File: src/rtl/useq_pkg.sv
package useq_pkg;
  localparam int UPC_W  = 4;
  localparam int OP_W   = 4;
  localparam int FLAG_W = 4;
  localparam int CSEL_W = $clog2(FLAG_W);
  localparam int NCTRL  = 17;
  localparam int DEPTH  = 1 << UPC_W;

  // control bit positions
  localparam int C_PC_DRV  = 0;
  localparam int C_PC_LD   = 1;
  localparam int C_MAR_LD  = 2;
  localparam int C_MDR_DRV = 3;
  localparam int C_IR_LD   = 4;
  localparam int C_Y_LD    = 5;
  localparam int C_R1_LD   = 6;
  localparam int C_R1_DRV  = 7;
  localparam int C_R3_DRV  = 8;
  localparam int C_Z_LD    = 9;
  localparam int C_Z_DRV   = 10;
  localparam int C_Y_ZERO  = 11;
  localparam int C_CIN     = 12;
  localparam int C_ADD     = 13;
  localparam int C_RD      = 14;
  localparam int C_WAIT    = 15;
  localparam int C_LAST    = 16;

  // routine entry points
  localparam logic [UPC_W-1:0] A_FETCH = 4'd0;
  localparam logic [UPC_W-1:0] A_ADDM  = 4'd3;
  localparam logic [UPC_W-1:0] A_JMPF  = 4'd7;
  localparam logic [UPC_W-1:0] A_JNO   = 4'd8;
  localparam logic [UPC_W-1:0] A_JYES  = 4'd9;

  localparam logic [OP_W-1:0]   OP_ADDM = 4'd1;
  localparam logic [OP_W-1:0]   OP_JMPF = 4'd2;
  localparam logic [CSEL_W-1:0] JMP_FLAG = 2'd2;

  typedef struct packed {
    logic [NCTRL-1:0]  ctrl;
    logic              dispatch;
    logic              br_en;
    logic [CSEL_W-1:0] csel;
    logic [UPC_W-1:0]  tgt;
  } uword_t;
endpackage

File: src/rtl/useq_store.sv
module useq_store
  import useq_pkg::*;
(
  input  logic [UPC_W-1:0] addr,
  output uword_t           word
);
  function automatic logic [NCTRL-1:0] bits(input int unsigned a, input int unsigned b,
                                            input int unsigned c, input int unsigned d);
    logic [NCTRL-1:0] v;
    v = '0;
    if (a < NCTRL) v[a] = 1'b1;
    if (b < NCTRL) v[b] = 1'b1;
    if (c < NCTRL) v[c] = 1'b1;
    if (d < NCTRL) v[d] = 1'b1;
    return v;
  endfunction

  localparam int unsigned NO = NCTRL;

  always_comb begin
    word = '0;
    unique case (addr)
      4'd0: word.ctrl = bits(C_PC_DRV, C_MAR_LD, C_RD, C_Z_LD)
                      | bits(C_Y_ZERO, C_CIN, C_ADD, NO);
      4'd1: word.ctrl = bits(C_Z_DRV, C_PC_LD, C_WAIT, NO);
      4'd2: begin
        word.ctrl     = bits(C_MDR_DRV, C_IR_LD, NO, NO);
        word.dispatch = 1'b1;
      end
      4'd3: word.ctrl = bits(C_R3_DRV, C_MAR_LD, C_RD, NO);
      4'd4: word.ctrl = bits(C_R1_DRV, C_Y_LD, C_WAIT, NO);
      4'd5: word.ctrl = bits(C_MDR_DRV, C_ADD, C_Z_LD, NO);
      4'd6: word.ctrl = bits(C_Z_DRV, C_R1_LD, C_LAST, NO);
      4'd7: begin
        word.br_en = 1'b1;
        word.csel  = JMP_FLAG;
        word.tgt   = A_JYES;
      end
      4'd8: word.ctrl = bits(C_LAST, NO, NO, NO);
      4'd9: word.ctrl = bits(C_R3_DRV, C_PC_LD, C_LAST, NO);
      default: word.ctrl = bits(C_LAST, NO, NO, NO);
    endcase
  end
endmodule

File: src/rtl/useq_start.sv
module useq_start
  import useq_pkg::*;
#(
  parameter int NMAP = 2
) (
  input  logic [OP_W-1:0]  opcode,
  output logic             hit,
  output logic [UPC_W-1:0] entry
);
  localparam logic [OP_W-1:0]  MAP_OP [NMAP] = '{OP_ADDM, OP_JMPF};
  localparam logic [UPC_W-1:0] MAP_AD [NMAP] = '{A_ADDM, A_JMPF};

  logic [NMAP-1:0] match;

  for (genvar i = 0; i < NMAP; i++) begin : g_map
    assign match[i] = (opcode == MAP_OP[i]);
  end

  always_comb begin
    hit   = 1'b0;
    entry = A_FETCH;
    for (int i = 0; i < NMAP; i++) begin
      if (match[i]) begin
        hit   = 1'b1;
        entry = MAP_AD[i];
      end
    end
  end
endmodule

File: src/rtl/useq_next.sv
module useq_next
  import useq_pkg::*;
(
  input  logic [UPC_W-1:0]  upc,
  input  uword_t            word,
  input  logic [FLAG_W-1:0] flags,
  input  logic              mem_done,
  input  logic              map_hit,
  input  logic [UPC_W-1:0]  map_entry,
  output logic              adv,
  output logic [UPC_W-1:0]  upc_nxt
);
  assign adv = !(word.ctrl[C_WAIT] && !mem_done);

  always_comb begin
    if (word.ctrl[C_LAST])
      upc_nxt = A_FETCH;
    else if (word.dispatch)
      upc_nxt = map_hit ? map_entry : A_FETCH;
    else if (word.br_en && flags[word.csel])
      upc_nxt = word.tgt;
    else
      upc_nxt = upc + 1'b1;
  end
endmodule

File: src/rtl/useq_ctrl.sv
module useq_ctrl
  import useq_pkg::*;
(
  input  logic              clk,
  input  logic              rst_n,
  input  logic [OP_W-1:0]   opcode_i,
  input  logic [FLAG_W-1:0] flags_i,
  input  logic              mem_done_i,
  output logic [NCTRL-1:0]  ctrl_o
);
  logic [1:0]       rst_q;
  logic             srst_n;
  logic [UPC_W-1:0] upc;
  logic [UPC_W-1:0] upc_nxt;
  logic             adv;
  logic             map_hit;
  logic [UPC_W-1:0] map_entry;
  uword_t           word;

  // reset asserted asynchronously, released on the clock
  always_ff @(posedge clk or negedge rst_n) begin
    if (!rst_n) rst_q <= 2'b00;
    else        rst_q <= {rst_q[0], 1'b1};
  end
  assign srst_n = rst_q[1];

  useq_store u_store (.addr(upc), .word(word));

  useq_start #(.NMAP(2)) u_start (
    .opcode(opcode_i), .hit(map_hit), .entry(map_entry)
  );

  useq_next u_next (
    .upc(upc), .word(word), .flags(flags_i), .mem_done(mem_done_i),
    .map_hit(map_hit), .map_entry(map_entry), .adv(adv), .upc_nxt(upc_nxt)
  );

  always_ff @(posedge clk or negedge srst_n) begin
    if (!srst_n)  upc <= A_FETCH;
    else if (adv) upc <= upc_nxt;
  end

  assign ctrl_o = word.ctrl;
endmodule

File: config.mk
export PLATFORM = sky130hd
export DESIGN_NAME = useq_ctrl
export DESIGN_NICKNAME = d
export VERILOG_FILES = /design/src/rtl/useq_pkg.sv /design/src/rtl/useq_store.sv /design/src/rtl/useq_start.sv /design/src/rtl/useq_next.sv /design/src/rtl/useq_ctrl.sv
export SDC_FILE = /design/constraint.sdc
export NUM_CORES = 1
export LEC_CHECK = 0
export BUFFER_PORTS_ARGS = -buffer_cell sky130_fd_sc_hd__buf_2
export CORE_MARGIN = 2
export CORE_UTILIZATION = 44
export CTS_BUF_LIST = sky130_fd_sc_hd__clkbuf_16
export DETAILED_ROUTE_END_ITERATION = 8
export GPL_TIMING_DRIVEN = 0
export PLACE_DENSITY = 0.79
export SYNTH_ARGS = -nofsm -noshare
export SYNTH_HDL_FRONTEND = slang
export SYNTH_SLANG_ARGS = --single-unit
File: constraint.sdc
create_clock -name clk -period 1.5 [get_ports clk]
set_clock_uncertainty 0.2 [all_clocks]
set_input_delay 0.075 -clock clk [delete_from_list [all_inputs] [get_ports clk]]
set_output_delay 0.075 -clock clk [all_outputs]
set_load 0.05 [all_outputs]
==> results of run 1 <==
-- per-stage QoR --
stage	std cells	hold WS, ps	cell area, sq um	worst slack, ps	TNS [ps]
3_5_place_dp	101	-339.1	835.8	-308.9	-2996
2_1_floorplan	63	-420.6	698.2	-551.8	-4379
3_3_place_gp	101	-340.2	835.8	-308.5	-2548
-- kinds of logic after synthesis --
group                    synth area share
buffers and inverters              0.1206
adder cells (fa/ha/maj)           0.08772
flip-flops                         0.2632
other                            0.006573
XOR/XNOR                          0.03071
AO/OA/AOI/OAI                      0.1776
multiplexers                      0.03509
AND/OR/NAND/NOR                    0.2785
-- Yosys cell counts, types with 2 or more instances --
| master | count |
|---|---|
| a21oi_1 | 7 |
| and3b_1 | 2 |
| buf_4 | 5 |
| dfrtp_1 | 6 |
| ha_1 | 4 |
| inv_1 | 2 |
| mux2i_1 | 2 |
| nand2_1 | 6 |
| nand2b_1 | 2 |
| nor2_1 | 2 |
| nor3_1 | 2 |
| nor3b_1 | 2 |
==> results.md, run 1 <==
* GP Congestion at 0.7776
* Post-Syn Area at 570.5 sq um
* Synthesized flop and latch total at 6
* Clock root buffer: clkbuf_16
* Yosys Warn Count at 0
* Post-cts sizing count at 69
* Yosys top cell area share at 0.2632
* CTS max path bufs at 2
* Depth of the CTS H-tree at 1
* Failed at: clock tree synthesis (4_1_cts)
* Run status: aborted with a tool error
* Sequential area share after synthesis at 0.2632
* Syn_nets at ~80
* Top_reg_cell synth: dfrtp_1
* First Error: [ERROR DPL-0038] Utilization greater than 100%, impossible to legalize
* Die span in y at 40.01 microns
* Post-synth cell types at 33
* Die width at approximately 40 microns
* Post-CTS Repair Setup Buffers at 9
* Syn Area/Cell at 9.056 sq um
* Num CTS Buffers at 3
* EDFF count, synth at 0
* Post-DP HPWL at 1034 microns
* Largest cells by area after synthesis: dfrtp_1 26%, ha_1 8.8%, buf_4 6.6%, a21oi_1 6.1%, nand2_1 3.9%
* Cell taking the most area after synthesis: dfrtp_1
* Cell count after synthesis at 63
* Async S/R FF share, synth at 1.000
* Number of placed I/O pins at 28
* Row cnt at 12
* Starting Density at 0.4935
* IO buf count at 24
* Clock sinks at 6
* CTS Hold Buffers Added at 5
==> inputs of run 2 (changes only) <==
Settings changed: CORE_AREA set to 2 2 63 65, CORE_MARGIN 2 to unset, CORE_UTILIZATION 44 to unset, CTS_BUF_LIST sky130_fd_sc_hd__clkbuf_16 to unset, DIE_AREA set to 0 0 65 67, PLACE_DENSITY 0.79 to unset, PLACE_DENSITY_LB_ADDON set to 0.15.
==> run 2 against run 1 <==
  * The flow now finishes, with violations (setup timing)
  * Synthesized cell count unchanged
  * Synthesized area did not move
==> results.md, run 2 <==
* Initial antenna violation count at 0
* End of the worst register-to-register path: upc[1]$_DFFE_PN0N_
* Antenna Cells at 0
* Area Growth Syn to Fin at 129.6%
* Starting Density at 0.1582 (-0.3353)
* Max reg flops at 4
* Clock slew at reported path FFs at roughly 40 ps
* Yosys top cell area share at 0.2632 (unchanged)
* Worst path slowest cell: dfrtp_2
* Hold_sp: opcode_i[2]
* Fin crit period at 1875 ps
* Highest-count cells in the layout ignoring fill and taps: 15 x buf_4, 14 x buf_6, 9 x buf_8
* HP Class: primary input to flip-flop
* CORE AREA at ~3600 sq um
* Unrepaired setup endpoints after global routing: yes
* Worst Hold Path EP: upc[0]$_DFFE_PN0N_
* Largest net degree at the start of global routing at 11
* Multiplexer share of the synthesized area at 0.03509 (unchanged)
* CP required at 1220 ps
* Gr ovfl total at 0
* Largest Register: upc
* CTS tree: built
* Setup slack after layout at -375.5 ps
* Max-cap violation count at 0
* Vias per cell at 3.898
* Fin nets at 125
* Syn Area/Cell at 9.056 sq um (unchanged)
* Largest stage delay, worst path at approximately 450 ps
* Setup Viol. Count Final at 21
* Synthesized flop and latch total at 6 (unchanged)
* DR iter-0 viols at 7
* GP Congestion at 0.6497 (-16%)
* Layout cells sized above 1 at 0.7615
* Worst Path Max Fanout at 6
* CTS max path bufs at 2 (unchanged)
* Clock sinks at 6 (unchanged)
* Critical Path, Cell by Cell: buf_4 -> ha_4 -> o41ai_4 -> buf_6
* DRT Pass-1 Iters at 3
* Die width at 65 microns (+62%)
* Post-Syn Area at 570.5 sq um (unchanged)
* Post-synth top cells: 7 x a21oi_1, 6 x dfrtp_1, 6 x nand2_1, 5 x buf_4, 4 x ha_1
* Post-synth cell types at 33 (unchanged)
* Largest cells by area after synthesis: dfrtp_1 26%, ha_1 8.8%, buf_4 6.6%, a21oi_1 6.1%, nand2_1 3.9%
* R2R depth at 5
* Clock Latency Late Sink at between 200 and 250 ps
* Finished Core Util at 0.3633
* Violations in the final reports: setup timing
* Worst Setup Start Kind: flip-flop
* Antenna-violating nets left at 0
* Most common cell in the netlist: a21oi_1
* Cell count after synthesis at 63 (unchanged)
* Top_reg_cell synth: dfrtp_1
* Syn_nets at 78 (unchanged)
* Sequential area share after synthesis at 0.2632 (unchanged)
* Total GRT Usage at 0.07703
* Yosys Warn Count at 0 (unchanged)
* EDFF count, synth at 0 (unchanged)
* Multi-input gate area at between 500 and 600 sq um
* Gr busiest metal: met2
* WL/cell at between 10 and 15 microns
* Number of max-slew violations in the final report at 0
* Crit path kind: flip-flop to primary output
* Met3 Usage GRT at 0.02872
* Post-DP HPWL at 1194 microns (+15%)
* Clock root buffer: clkbuf_8
* Run status: finished with violations
* Async S/R FF share, synth at 1.000 (unchanged)
* Xor-xnor portion of the synthesized cell area at 0.03070 (unchanged)
* Worst reg-to-reg setup slack at -250 ps
* Peak Freq at approximately 530 MHz
* Number of placed I/O pins at 28 (unchanged)
* Synth Area in Compound Gates at 0.1776 (unchanged)
* Post-synthesis adder-cell area fraction at 0.08772 (unchanged)
* Tcrit/Tclk final at 1.250
* Die ar. at 4355 sq um
* Row cnt at 22 (+10)
* Num CTS Buffers at 3 (unchanged)
* First-pass GRT wire length at 2635 microns
* Die span in y at 67 microns (+67%)
* Fillers at 371
* IO buf count at 24 (unchanged)
* Launching point of the worst reg2reg path: upc[0]$_DFFE_PN0N_
* Total wire length at 1652 microns
* Largest family of logic cells by synthesized area: simple AND/OR/NAND/NOR gates
* Leading cell type in the layout, fill and taps excluded: buf_4
* Post-route cell area at 1310 sq um
* Hold path depth at 4
* Vias in the first global route at 605
* Data arrival, critical path at 1600 ps
* Depth of the CTS H-tree at 1 (unchanged)
* GR Util met2 at 0.1353
* Met1 global-route usage at 0.09008
* Top flop regs: upc x4, rst_q x2
* Routed vias at 612
* Crit. End Element: primary output
* Cell taking the most area after synthesis: dfrtp_1
* Area share of and/or/nand/nor cells after synthesis at 0.2785 (unchanged)
* Residual DRC at 0
* DP Area at 878.3 sq um (+5.1%)
* Hold Violations, Final at 0
* Register area at around 150 sq um
## run 2: critical path, delay by kind of cell (launching register included)
family                     cells  cell delay (ps)
buffers and inverters          2              380
adders and majority gates      1              190
DFF                            1              450
AOI/OAI and AO/OA              1              360
## run 2: cell type report
class	count	area share
inverter	3	0.01242
tap	48	0.04585
multi-input combinational	46	0.4126
timing repair buffer	42	0.3095
buffer	8	0.06781
sequential	6	0.1175
clock buffer	4	0.03438
## run 2: stage by stage
step / setup WS, ps / TNS [ps] / std cells / hold slack [ps]
after global routing: -445.5 / -6281 / 157 / 66.16
after floorplan: -551.8 / -4379 / 63 / -420.6
after global placement: -336.4 / -3201 / 135 / -340.3
final: -375.5 / -4882 / 157 / 26.12
after detailed placement: -340.2 / -3286 / 135 / -336.3
after CTS: -390.5 / -5160 / 148 / 25.60
## run 2: cell families after synthesis
group / after synthesis
adder cells (fa/ha/maj): 4
multiplexers: 2
buffers and inverters: 11
XOR/XNOR: 2
AO/OA/AOI/OAI: 13
AND/OR/NAND/NOR: 24
other: 1
flip-flops: 6
## run 2: routing by layer
metal	vias up	part of all wire	wire (microns)
met1	287	0.42	687
met2	20	0.53	876
met4	0	0.0048	8
li1	303	-	-
met5	-	0	0
met3	2	0.047	78
## run 2: worst max path at each step
| stage | from | endpoint | depth (start not counted) |
|---|---|---|---|
| 3_5_place_dp | upc[1]$_DFFE_PN0N_ | upc[1]$_DFFE_PN0N_ | 6 |
| 4_1_cts | upc[0]$_DFFE_PN0N_ | ctrl_o[16] | 4 |
| 2_1_floorplan | upc[1]$_DFFE_PN0N_ | upc[2]$_DFFE_PN0N_ | 5 |
| 5_1_grt | upc[1]$_DFFE_PN0N_ | ctrl_o[16] | 4 |
| 3_3_place_gp | upc[1]$_DFFE_PN0N_ | upc[1]$_DFFE_PN0N_ | 6 |
| 6_report | upc[0]$_DFFE_PN0N_ | ctrl_o[16] | 4 |
## run 2: timing repair
item | in CTS | in global routing
pin swaps | 6 | 3
setup endpoints to repair | 21 | 21
endpoints found under the hold margin | 7 | 0
buffers inserted | 5 | 9
resized for setup | 45 | 21
hold buffers | 4 | 0
Power of run 2 is left out: the tool's default activity adds up to more than one toggle a clock period on the data nets, which glitch-free logic cannot reach.
